==> src/rtl/tach_capture_timer.sv <==
module tach_capture_timer #(
  parameter int CNT_W = 16,
  parameter int SEL_W = 2,
  localparam int CTRL_W = SEL_W + 4
) (
  input  logic              clk,
  input  logic              rst_n,
  input  logic              tach_in,
  input  logic              ctrl_we,
  input  logic [CTRL_W-1:0] ctrl_wdata,
  input  logic              cnt_we,
  input  logic [CNT_W-1:0]  cnt_wdata,
  input  logic [1:0]        flag_clr,
  output logic [CTRL_W-1:0] ctrl_q,
  output logic [CNT_W-1:0]  count_q,
  output logic [CNT_W-1:0]  capture_q,
  output logic              cap_flag,
  output logic              ovf_flag,
  output logic              irq
);
  localparam int PRE_W = 2 * ((1 << SEL_W) - 1);

  logic [2:0]       tach_sync;
  logic [PRE_W-1:0] pre_q;
  logic [PRE_W-1:0] pre_term;
  logic [SEL_W-1:0] div_sel;
  logic             en, cap_en, cap_ie, ovf_ie;
  logic             fall, tick, cap_hit, wrap;

  assign en      = ctrl_q[0];
  assign div_sel = ctrl_q[SEL_W:1];
  assign cap_en  = ctrl_q[SEL_W+1];
  assign cap_ie  = ctrl_q[SEL_W+2];
  assign ovf_ie  = ctrl_q[SEL_W+3];

  assign pre_term = ~({PRE_W{1'b1}} << {div_sel, 1'b0});
  assign fall     = tach_sync[2] & ~tach_sync[1];
  assign tick     = en && (pre_q == pre_term);
  assign cap_hit  = en && cap_en && fall;
  assign wrap     = tick && !cap_hit && !cnt_we && (count_q == '1);
  assign irq      = (cap_flag & cap_ie) | (ovf_flag & ovf_ie);

  always_ff @(posedge clk) begin
    if (!rst_n) tach_sync <= 3'b111;
    else        tach_sync <= {tach_sync[1:0], tach_in};
  end

  always_ff @(posedge clk) begin
    if (!rst_n)                        pre_q <= '0;
    else if (!en || cap_hit || cnt_we) pre_q <= '0;
    else if (tick)                     pre_q <= '0;
    else                               pre_q <= pre_q + 1'b1;
  end

  always_ff @(posedge clk) begin
    if (!rst_n)       ctrl_q <= '0;
    else if (ctrl_we) ctrl_q <= ctrl_wdata;
  end

  always_ff @(posedge clk) begin
    if (!rst_n) begin
      count_q   <= '0;
      capture_q <= '0;
    end else if (cap_hit) begin
      capture_q <= count_q;
      count_q   <= '0;
    end else if (cnt_we) begin
      count_q   <= cnt_wdata;
    end else if (tick) begin
      count_q   <= count_q + 1'b1;
    end
  end

  always_ff @(posedge clk) begin
    if (!rst_n) begin
      cap_flag <= 1'b0;
      ovf_flag <= 1'b0;
    end else begin
      if (cap_hit)          cap_flag <= 1'b1;
      else if (flag_clr[0]) cap_flag <= 1'b0;
      if (wrap)             ovf_flag <= 1'b1;
      else if (flag_clr[1]) ovf_flag <= 1'b0;
    end
  end

  a_r2_hold_when_off: assert property (@(posedge clk) disable iff (!rst_n)
    !en && !cnt_we |=> $stable(count_q) && $stable(capture_q));

  a_r3_single_step: assert property (@(posedge clk) disable iff (!rst_n)
    !cnt_we && !cap_hit |=> CNT_W'(count_q - $past(count_q)) <= CNT_W'(1));

  a_r5_wrap_flag: assert property (@(posedge clk) disable iff (!rst_n)
    tick && !cnt_we && !cap_hit && count_q == '1 |=> ovf_flag && count_q == '0);

  a_r6_restart: assert property (@(posedge clk) disable iff (!rst_n)
    cap_hit |=> count_q == '0 && cap_flag && capture_q == $past(count_q));

  a_r7_capture_beats_write: assert property (@(posedge clk) disable iff (!rst_n)
    cap_hit && cnt_we |=> count_q == '0);

  a_r9_cap_sticky: assert property (@(posedge clk) disable iff (!rst_n)
    cap_flag && !flag_clr[0] |=> cap_flag);

  a_r9_ovf_sticky: assert property (@(posedge clk) disable iff (!rst_n)
    ovf_flag && !flag_clr[1] |=> ovf_flag);

  a_r10_quiet_irq: assert property (@(posedge clk) disable iff (!rst_n)
    !cap_flag && !ovf_flag |-> !irq);
endmodule

==> config.mk <==
export PLATFORM = sky130hd
export DESIGN_NAME = tach_capture_timer
export DESIGN_NICKNAME = d
export VERILOG_FILES = /design/src/rtl/tach_capture_timer.sv
export SDC_FILE = /design/constraint.sdc
export NUM_CORES = 1
export LEC_CHECK = 0
export BUFFER_PORTS_ARGS = -buffer_cell sky130_fd_sc_hd__clkbuf_2
export CORE_ASPECT_RATIO = 0.7
export CORE_UTILIZATION = 51
export DETAILED_ROUTE_END_ITERATION = 10
export PLACE_DENSITY = 0.79
export SYNTH_ARGS = -nofsm -noshare
export SYNTH_HDL_FRONTEND = slang
export SYNTH_SLANG_ARGS = --single-unit
==> constraint.sdc <==
create_clock -name clk -period 2.1 [get_ports clk]
set_input_delay 0.105 -clock clk [delete_from_list [all_inputs] [get_ports clk]]
set_output_delay 0.105 -clock clk [all_outputs]
set_load 0.02 [all_outputs]
Yosys cells after proc, flatten, opt, wreduce, memory -nomap -nowiden
Index checks and enable logic that the tools add are counted.
{ "totals": {"reg_bits": 49, "out_inout_bits": 41} }
{ "classes": {"add_sub_neg": 2, "eq_ne": 2, "shift": 1, "muxes": 6, "n_bitwise": 7, "n_reduce_logical": 16} }
{ "op_table": {"columns": ["operator", "n"], "rows": [
  ["$mux W16", 2],
  ["$add A16 B1 Y16 const B", 1],
  ["$eq A16 B16 Y1 const B", 1],
  ["$add A6 B1 Y6 const B", 1],
  ["$eq A6 B6 Y1", 1],
  ["$logic_and A1 B1 Y1", 6],
  ["$not A6 Y6", 1],
  ["$reduce_bool A2 Y1", 3],
  ["$shl A6 B3 Y6 const A", 1],
  ["$mux W1", 4],
  ["$and A1 B1 Y1", 3],
  ["$logic_not A1 Y1", 3],
  ["$reduce_or A3 Y1", 1],
  ["$logic_or A1 B1 Y1", 2],
  ["$not A1 Y1", 2],
  ["$reduce_or A2 Y1", 1],
  ["$or A1 B1 Y1", 1]
]} }

Longest topological paths before layout
Gate-level depths: netlist of run 1.
{ "logic_depth": {"word_depth": 8, "ltp_mapped": 6, "ltp_nobuf": 6} }

Worst setup path before layout of run 1
No wires, ideal clock.
{ "synth_timing": {"kind": "flip-flop to flip-flop", "start": "register ctrl_q[2]", "end": "register count_q[11]", "setup_ps": 59, "arrival_ps": 1953, "required_time_ps": 2041, "path_slack_ps": 88, "path_stages_with_launch": 7, "path_buffers": 1, "period_less_slack_ps": 2012, "path_cell_list": "dfxtp_1 -> or4_4 -> o22a_4 -> buf_6 -> nor4_2 -> mux2i_1 -> o211a_1"} }
{ "synth_between": {"elab_chain_cells": 5} }
{ "synth_rtl": {"columns": ["item", "line", "rtl"], "rows": [
  ["from (decl)", "14", "output logic [CTRL_W-1:0] ctrl_q,"],
  ["from (signal assigned)", "57", "else if (ctrl_we) ctrl_q <= ctrl_wdata;"],
  ["$shl A6 B3 Y6", "36", "assign pre_term = ~({PRE_W{1'b1}} << {div_sel, 1'b0});"],
  ["$not A6 Y6", "36", null],
  ["$eq A6 B6 Y1", "38", "assign tick = en && (pre_q == pre_term);"],
  ["$logic_and A1 B1 Y1", "38", null],
  ["$reduce_bool A2 Y1 (no source line)", null, null],
  ["to (signal assigned)", "68", "count_q <= cnt_wdata;"],
  ["to (signal assigned)", "70", "count_q <= count_q + 1'b1;"],
  ["to (decl)", "15", "output logic [CNT_W-1:0] count_q,"]
]} }
Every way passes these cells.
A chain may end at the register's enable or synchronous reset.

Worst setup path after layout of run 1
{ "layout_timing": {"start": "register ctrl_q[2]", "end": "register pre_q[2]"} }
{ "layout_between": {"elab_chain_cells": 5} }
{ "layout_rtl": {"columns": ["item", "line", "rtl"], "rows": [
  ["$shl A6 B3 Y6", "36", null],
  ["$not A6 Y6", "36", null],
  ["$eq A6 B6 Y1", "38", null],
  ["$logic_and A1 B1 Y1", "38", null],
  ["$reduce_or A3 Y1 (no source line)", null, null],
  ["to (signal assigned)", "52", "else pre_q <= pre_q + 1'b1;"],
  ["to (decl)", "24", "logic [PRE_W-1:0] pre_q;"]
]} }
Every way passes these cells.

==> reports/results.txt, run 1 <==
Die Area -> 0.00490 mm^2
Final GP Congestion -> 0.804
Post-DP Area -> 0.00281 mm^2
Clock skew -> 0.00419 ns
Setup TNS -> 0 ns
Final period utilization -> 0.944
Area grow syn2layout -> 25.4%
Cts bufs inserted -> 5
Post-CTS setup repair buffer count -> 0
RSZ-0062 raised after global routing -> false
Clock net sink count -> 49
First-pass GRT wire length -> 9140 um
Initial Util -> 0.538
Largest net degree at the start of global routing -> 31
Mapped Cells -> 260
Die height -> 58.9 um
IR drop worst, VDD -> 431 uV
Hpwl dp -> 4110 um
WP data arrival -> 2.17 ns
PD cells -> 661 mW/mm^2
Vias after detailed routing -> 2159
Io pins -> 70
Htree depth -> 2
Core ar. -> 0.00438 mm^2
FF+latch count, synth -> 49
Antenna cells -> 0
DRT Pass-1 Iters -> 4
Synthesized Nets -> 291
Nets -> 367
HP Class -> in2reg
Final hold vios -> 0
Area occupied by multi-input gates -> 0.00131 mm^2
Type of the worst setup path -> reg2reg
EDFF count, synth -> 0
Distinct cell type count after synthesis -> 46
Final slew viol count -> 0
Top post-synthesis cells by area -> dfxtp_1, nand2_1, mux2i_1
Post-synth top area share -> 0.416
Post-DRT Antenna Nets -> 0
Initial antenna violation count -> 0
Post-synth top flop -> dfxtp_1
Most common cell after layout, fill and taps aside -> clkbuf_2
# setup viols final -> 0
Vias in the first global route -> 1872
Final Non-Filler Cells -> 392
Ys Warns -> 0
DR vias/cell -> 5.51
Clock buffer depth -> 2
CTS tree -> built
Fmax -> 0.504 GHz
Worst slew margin -> 0.552
Maximum net fanout on the critical path -> 13
WL final -> 5600 um
DRC viols -> 0
Total GRT Usage -> 0.234
Final instance area -> 0.00296 mm^2
Share of layout cells above drive strength 1 -> 0.318
Worst Max-Slew Pin Slew -> 0.672 ns
Worst Setup Start Kind -> flop
Post-synth top area cell -> dfxtp_1
Placed Cells -> 383
CP Capture Type -> flop
Synthesized area -> 0.00236 mm^2
Fraction of registers with async set/reset -> 0
Wire per inst -> 14.3 um
Mean area per synthesized cell -> 9.07 um^2
Crit path time final -> 1.98 ns
DIE WIDTH -> 83.3 um
Sequential-to-total area share from yosys stat -> 0.416
Leakage -> 1.21 nW
Status -> complete, no violations
Total congestion overflow -> 0
IO Port Bufs -> 69
CP Data Required Time -> 2.29 ns
Most frequent cells in the layout -> clkbuf_2, dfxtp_1, nand2_1
Skew-Pair Late Insertion Delay -> 0.30 ns
Core Rows -> 20
Clock root cell -> clkbuf_8
Register area -> 981 um^2
MaxCap Viol Count -> 0
Initial DRC count -> 94
Clock Pin Slew Worst Setup and Hold Paths -> 0.09 ns
Fill cell count -> 358
==> synthesized netlist by cell type (2+ instances only) <==
cell	number
nand3_1	8
nor3_1	3
nand2b_1	4
dfxtp_1	49
a211oi_1	4
mux2i_1	13
a21oi_1	8
o21ai_0	11
nand2_1	37
nor4b_2	2
and2_1	2
a21boi_1	17
xor2_1	3
nand4_1	5
or2_1	2
ha_1	2
and3_1	2
o211a_1	5
nor2b_1	11
nor4_2	6
inv_1	4
xnor2_1	9
and4_1	4
clkbuf_1	13
nor2_1	15
==> worst max-delay path, cell delays in order, from the launching register on <==
cell and delay [ns]:
dfxtp_1 0.32, or4_4 0.54, o22a_4 0.32, nor3_4 0.33, or3_1 0.28, nor2_1 0.08
==> layer usage <==
metal / routed length, um / up-vias / global-route usage
li1: - / 1071 / -
met1: 2720 / 982 / 0.338
met2: 2360 / 95 / 0.355
met3: 441 / 11 / 0.0491
met4: 78 / 0 / 0.0665
met5: 0 / - / 0
==> power by group <==
part           internal [W]  switching (W)  total [W]
Clock              0.000387       0.000314   0.000702
Combinational      0.000111       0.000148   0.000259
Sequential         0.000960      0.0000334   0.000994
==> cells by family (layout without fill, tap and decap cells) <==
| group | Yosys count | in the layout | synth area share |
|---|---|---|---|
| AO/OA/AOI/OAI | 56 | 56 | 0.174 |
| XOR/XNOR | 12 | 12 | 0.0446 |
| adder cells (fa/ha/maj) | 2 | 2 | 0.0106 |
| buffers and inverters | 20 | 97 | 0.0350 |
| flip-flops | 49 | 49 | 0.416 |
| multiplexers | 13 | 13 | 0.0552 |
| AND/OR/NAND/NOR | 108 | 108 | 0.264 |
==> cell type report <==
cell class                      count  share of cell area
Multi-Input combinational cell    191               0.442
Sequential cell                    49               0.332
Timing Repair Buffer               84               0.156
Clock buffer                        6              0.0279
Tap cell                           55              0.0233
Clock inverter                      2              0.0127
Inverter                            5             0.00635
==> per-stage QoR <==
| stage | power (W) | hold slack (ns) | setup slack [ns] | utilization |
|---|---|---|---|---|
| 6_report | 0.00195 | 0.0193 | 0.117 | 0.675 |
| 5_1_grt | 0.00204 | 0.0335 | 0.0452 | 0.675 |
| 4_1_cts | 0.00197 | 0.0200 | 0.0823 | 0.672 |
| 3_5_place_dp | 0.00127 | 0.298 | 0.101 | 0.642 |
| 3_3_place_gp | 0.00127 | 0.296 | 0.146 | 0.642 |
| 2_1_floorplan | 0.00117 | 0.206 | 0.0884 | - |
==> sequential cells by signal (all words and copies together) (netlist names) <==
name       cells
ctrl_q         6
pre_q          6
count_q       16
cap_flag       1
ovf_flag       1
tach_sync      3
capture_q     16
==> final timing paths <==
kind                                 from                       end  slack [ns]  cells after the start
hold / removal              cnt_wdata[13]  count_q[13]$_SDFFE_PP0P_        0.02                      2
setup reg to reg   ctrl_q[2]$_SDFFE_PN0P_       pre_q[2]$_SDFF_PP0_        0.12                      5
setup / recovery   ctrl_q[2]$_SDFFE_PN0P_       pre_q[2]$_SDFF_PP0_        0.12                      5
hold reg to reg   tach_sync[0]$_SDFF_PN1_   tach_sync[1]$_SDFF_PN1_        0.43                      1
==> timing repair <==
item / CTS / global route
endpoints found under the setup margin: 0 / 2
hold endpoints to repair: 1 / 0
hold buffers: 1 / 0
gates resized for setup: 0 / 2
No activity file was read; power rests on OpenSTA's default activity.
==> run 2, diff against run 1 <==
- CELL_PAD_IN_SITES_DETAIL_PLACEMENT: default -> 0
- CELL_PAD_IN_SITES_GLOBAL_PLACEMENT: default -> 2
- CORE_UTILIZATION: 51 -> 30
==> reports/results.txt, run 2 (synthesis results as in run 1) <==
Final hold vios -> 0 (unchanged)
Cts bufs inserted -> 5 (unchanged)
Clock net sink count -> 49 (unchanged)
Clock Pin Slew Worst Setup and Hold Paths -> 0.09 ns (about the same)
Maximum net fanout on the critical path -> 13 (unchanged)
Final GP Congestion -> 0.889 (+10%)
Hpwl dp -> 5040 um (+23%)
IO Port Bufs -> 69 (unchanged)
DRT Pass-1 Iters -> 4 (unchanged)
Share of layout cells above drive strength 1 -> 0.334 (+0.0168)
Placed Cells -> 433 (+13%)
Total congestion overflow -> 0 (unchanged)
Type of the worst setup path -> reg2reg
Total GRT Usage -> 0.165 (-0.0688)
CTS tree -> built
Crit path time final -> 1.98 ns (-0.00251 ns)
Htree depth -> 2 (unchanged)
Part of the power in registers -> 0.536 (+0.028)
HP Class -> in2reg
# setup viols final -> 0 (unchanged)
Hold depth -> 2 (unchanged)
Worst R2R Start -> pre_q[2]$_SDFF_PP0_
Antenna cells -> 0 (unchanged)
Core ar. -> 0.00745 mm^2 (+70%)
Nets -> 374 (+1.9%)
Clock root cell -> clkbuf_8
Setup TNS -> 0 ns (unchanged)
Die height -> 76.2 um (+29%)
CP Capture Type -> flop
Biggest regs -> capture_q (16), count_q (16)
Final period utilization -> 0.943 (-0.00119)
Core Rows -> 26 (+30%)
Initial antenna violation count -> 0 (unchanged)
Area grow syn2layout -> 28.9%
DR vias/cell -> 4.83 (-12%)
Critical path's slowest cell -> or4_4
Vias after detailed routing -> 2136 (-1.1%)
CP Data Required Time -> 2.36 ns (+0.07 ns)
PD cells -> 608 mW/mm^2 (-8.1%)
IR drop worst, VDD -> 287 uV (-33%)
Leakage -> 1.23 nW (+2.3%)
Skew-Pair Late Insertion Delay -> 0.31 ns (about the same)
Clock buffer depth -> 2 (unchanged)
Vias in the first global route -> 1962 (+4.8%)
Cell Int Power -> 0.00132 W (-9.6%)
MaxCap Viol Count -> 0 (unchanged)
Status -> complete, no violations
Most common cell after layout, fill and taps aside -> clkbuf_2
Die Area -> 0.00822 mm^2 (+68%)
Worst Hold Path EP -> count_q[9]$_SDFFE_PP0P_
Post-CTS setup repair buffer count -> 0 (unchanged)
Worst reg2reg path depth -> 5 (unchanged)
Clk pwr share -> 0.309 (-0.050)
Switching Fraction -> 0.285 (+0.0316)
WP data arrival -> 2.24 ns (+0.07 ns)
Final Non-Filler Cells -> 442 (+13%)
Worst Max-Slew Pin Slew -> 0.523 ns (-0.149 ns)
RSZ-0062 raised after global routing -> false
Worst Setup Start Kind -> flop
Most frequent cells in the layout -> clkbuf_2, dfxtp_1, nand2_1
Initial Util -> 0.316 (-0.222)
DRC viols -> 0 (unchanged)
Slowest Stage Delay on Critical Path -> 0.53 ns (about the same)
Critical path, cell by cell -> or4_4, o22a_4, nor4_2, mux2i_1, o211a_1
Logic gate share of total power -> 0.155 (+0.022)
Worst slew margin -> 0.652 (+0.0994)
End of the worst register-to-register path -> count_q[11]$_SDFFE_PP0P_
Setup slack, reg-to-reg -> 0.12 ns (about the same)
Fmax -> 0.505 GHz (+0.13%)
Hold path start -> cnt_wdata[9]
Final slew viol count -> 0 (unchanged)
Io pins -> 70 (unchanged)
First-pass GRT wire length -> 10500 um (+15%)
Clock skew -> 0.0107 ns (+0.00651 ns)
DIE WIDTH -> 108 um (+30%)
Post-DRT Antenna Nets -> 0 (unchanged)
WL final -> 6580 um (+17%)
NetSw -> 0.000526 W (+6.2%)
Initial DRC count -> 104 (+11%)
Largest net degree at the start of global routing -> 29 (-6.5%)
Wire per inst -> 14.9 um (+4.1%)
==> run 2: what timing repair did <==
item                                   in CTS  in global routing
resized for setup                           0                  3
hold buffers                                1                  0
setup endpoints to repair                   0                  9
endpoints found under the hold margin       1                  0
==> run 2: area by class of cell <==
type	instances	area, um^2
clock buffers	5	68.8
well taps	98	123
flip-flops and latches	49	981
repair buffers	91	513
inverters	5	18.8
multi-input cells	191	1310
clock inverters	3	22.5
fillers	781	4410
==> run 2: stage by stage <==
step                      worst slack [ns]  total power (W)  hold WS [ns]  instance area (um^2)  utilization
after floorplan                     0.0884          0.00117         0.206                  2360            -
after global placement              0.0936          0.00129         0.295                  2920        0.392
after detailed placement            0.0742          0.00129         0.296                  2920        0.392
after CTS                           0.0512          0.00187        0.0131                  3020        0.405
after global routing                0.0107          0.00194        0.0134                  3040        0.408
final                                0.120          0.00185        0.0174                  3040        0.408
==> run 2: power groups by stage <==
stage               logic [W]  clock network [W]  registers [W]
finish               0.000286           0.000571       0.000988
global route         0.000313           0.000640       0.000993
CTS                  0.000286           0.000592       0.000988
detailed placement   0.000284                  0        0.00101
global placement     0.000282                  0        0.00101
floorplan            0.000120                  0        0.00105
==> run 2: worst max path at each step <==
stage	startpoint	end	slack, ns	depth (start not counted)
finish	pre_q[2]$_SDFF_PP0_	count_q[11]$_SDFFE_PP0P_	0.12	5
global route	pre_q[2]$_SDFF_PP0_	count_q[11]$_SDFFE_PP0P_	0.01	5
CTS	pre_q[2]$_SDFF_PP0_	pre_q[2]$_SDFF_PP0_	0.05	5
detailed placement	pre_q[2]$_SDFF_PP0_	pre_q[2]$_SDFF_PP0_	0.07	5
global placement	pre_q[2]$_SDFF_PP0_	count_q[14]$_SDFFE_PP0P_	0.09	5
floorplan	ctrl_q[2]$_SDFFE_PN0P_	count_q[11]$_SDFFE_PP0P_	0.09	6
==> run 2: worst max-delay path: cells and delay by family, from the launching register on <==
kind,cells,cell delay (ns)
compound gates,2,0.47
flops,1,0.37
mux,1,0.22
simple gates,2,0.88
==> run 2: layer usage <==
metal | vias up | global-route usage | wire length [um]
met5 | - | 0 | 0
met4 | 0 | 0.0329 | 41
met3 | 5 | 0.0359 | 326
met2 | 58 | 0.216 | 2560
met1 | 988 | 0.266 | 3650
li1 | 1085 | - | -
==> run 3, diff against run 2 <==
- RECOVER_POWER: default -> 50
==> reports/results.txt, run 3 (synthesis results as in run 1) <==
Status -> complete, no violations
Fill cell count -> 808 (+3.5%)
Setup slack, reg-to-reg -> 0.12 ns (about the same)
Antenna cells -> 0 (unchanged)
Maximum net fanout on the critical path -> 13 (unchanged)
Hold depth -> 2 (unchanged)
HP Class -> in2reg
Clock root cell -> clkbuf_8
DRC viols -> 0 (unchanged)
Die height -> 76.2 um (unchanged)
Core Rows -> 26 (unchanged)
Met1 usage -> 0.266 (unchanged)
Hpwl dp -> 5040 um (unchanged)
Setup TNS -> 0 ns (unchanged)
Core ar. -> 0.00745 mm^2 (unchanged)
Clock skew -> 0.0109 ns (+0.000216 ns)
CP Capture Type -> flop
Area grow syn2layout -> 26.5%
Fin worst setup slack -> 0.124 ns (+0.00423 ns)
Initial DRC count -> 90 (-13%)
Initial Util -> 0.316 (unchanged)
DR vias/cell -> 4.87 (+0.75%)
Type of the worst setup path -> reg2reg
Htree depth -> 2 (unchanged)
Final period utilization -> 0.941 (-0.00201)
Nets -> 374 (unchanged)
PD cells -> 618 mW/mm^2 (+1.7%)
Vias after detailed routing -> 2152 (+0.75%)
Post-DRT Antenna Nets -> 0 (unchanged)
Fmax -> 0.506 GHz (+0.21%)
Leakage -> 1.11 nW (-10%)
Skew-Pair Late Insertion Delay -> 0.31 ns (about the same)
DIE WIDTH -> 108 um (unchanged)
Critical path's slowest cell -> or4_4
Worst Max-Slew Pin Slew -> 0.788 ns (+0.265 ns)
M3 GR Usage -> 0.0359 (unchanged)
Cts bufs inserted -> 5 (unchanged)
Final GP Congestion -> 0.889 (unchanged)
Crit path time final -> 1.98 ns (-0.00423 ns)
Most frequent cells in the layout -> dfxtp_1, clkbuf_1, nand2_1
Clock buffer depth -> 2 (unchanged)
Wire per inst -> 14.9 um (+0.38%)
Clock Pin Slew Worst Setup and Hold Paths -> 0.10 ns (about the same)
Critical path, cell by cell -> or4_4, o22a_4, nor4_2, mux2i_1, o211a_1
Most common cell after layout, fill and taps aside -> dfxtp_1
IR drop worst, VDD -> 287 uV (about the same)
End of the worst register-to-register path -> count_q[11]$_SDFFE_PP0P_
Hold path start -> cnt_wdata[9]
# setup viols final -> 0 (unchanged)
Die Area -> 0.00822 mm^2 (unchanged)
Busiest layer in global routing -> met1
Pre-CTS WS -> 0.0742 ns (unchanged)
WL final -> 6600 um (+0.38%)
Share of layout cells above drive strength 1 -> 0.224 (-0.110)
CP Data Required Time -> 2.36 ns (about the same)
Biggest regs -> capture_q (16), count_q (16)
First-pass GRT wire length -> 10500 um (unchanged)
Worst R2R Start -> pre_q[2]$_SDFF_PP0_
Total GRT Usage -> 0.165 (unchanged)
Worst Setup Start Kind -> flop
Vias in the first global route -> 1962 (unchanged)
MaxCap Viol Count -> 0 (unchanged)
Worst Hold Path EP -> count_q[9]$_SDFFE_PP0P_
Final slew viol count -> 0 (unchanged)
Slowest Stage Delay on Critical Path -> 0.53 ns (about the same)
IO Port Bufs -> 69 (unchanged)
Initial antenna violation count -> 0 (unchanged)
DRT Pass-1 Iters -> 4 (unchanged)
Met2 Resource Use GR -> 0.216 (unchanged)
Final hold vios -> 0 (unchanged)
Worst slew margin -> 0.475 (-0.177)
Io pins -> 70 (unchanged)
RSZ-0062 raised after global routing -> false
Total congestion overflow -> 0 (unchanged)
WP data arrival -> 2.24 ns (about the same)
Largest net degree at the start of global routing -> 29 (unchanged)
Worst reg2reg path depth -> 5 (unchanged)
Clock net sink count -> 49 (unchanged)
CTS tree -> built
run 3: cell count changes in the layout (fill, tap and decap cells not counted), sizes merged:
cell    before  now
buf         21   18
clkbuf      74   77
run 3: cell type report:
| type | count | area, um^2 | area share |
|---|---|---|---|
| tap | 98 | 123 | 0.0411 |
| sequential | 49 | 981 | 0.329 |
| clock inverter | 3 | 22.5 | 0.00755 |
| inverter | 5 | 18.8 | 0.00629 |
| timing repair buffer | 91 | 458 | 0.154 |
| multi-input combinational | 191 | 1310 | 0.440 |
| clock buffer | 5 | 68.8 | 0.0231 |
run 3: power by group:
| part | internal (W) | total, W | leakage, nW | switching (W) |
|---|---|---|---|---|
| sequential | 0.000960 | 0.000988 | 0.401 | 0.0000279 |
| clock | 0.000237 | 0.000575 | 0.0481 | 0.000338 |
| combinational | 0.000115 | 0.000279 | 0.656 | 0.000165 |
run 3: worst max path at each step:
| stage | from | end | slack, ns |
|---|---|---|---|
| 2_1_floorplan | ctrl_q[2]$_SDFFE_PN0P_ | count_q[11]$_SDFFE_PP0P_ | 0.09 |
| 3_3_place_gp | pre_q[2]$_SDFF_PP0_ | count_q[14]$_SDFFE_PP0P_ | 0.09 |
| 3_5_place_dp | pre_q[2]$_SDFF_PP0_ | pre_q[2]$_SDFF_PP0_ | 0.07 |
| 4_1_cts | pre_q[2]$_SDFF_PP0_ | pre_q[2]$_SDFF_PP0_ | 0.05 |
| 5_1_grt | pre_q[2]$_SDFF_PP0_ | count_q[11]$_SDFFE_PP0P_ | 0.01 |
| 6_report | pre_q[2]$_SDFF_PP0_ | count_q[11]$_SDFFE_PP0P_ | 0.12 |
run 3: what timing repair did:
action                                  in CTS  in global routing
gates resized for setup                      0                  3
buffers inserted                             0                  0
endpoints found under the setup margin       0                  9
endpoints found under the hold margin        1                  0
hold buffers                                 1                  0
run 3: worst max-delay path, delay by kind of cell, from the launching register on:
family | cells | cell delay (ns)
and+or+nand+nor | 2 | 0.88
muxes | 1 | 0.22
AOI/OAI and AO/OA | 2 | 0.47
DFF | 1 | 0.37
run 3: routing by layer:
metal / routed length (um) / vias up / part of all wire
met5: 0 / - / 0
met4: 41 / 0 / 0.0062
met3: 294 / 5 / 0.045
li1: - / 1088 / -
met2: 2590 / 55 / 0.39
met1: 3680 / 1004 / 0.56
run 3: metrics by stage:
stage                util  cell area (um^2)  hold WS [ns]  power, W  instances
floorplan               -              2360         0.206   0.00117        260
global placement    0.392              2920         0.295   0.00129        433
detailed placement  0.392              2920         0.296   0.00129        433
CTS                 0.405              3020        0.0131   0.00187        442
global route        0.400              2980        0.0134   0.00194        442
finish              0.400              2980        0.0144   0.00184        442
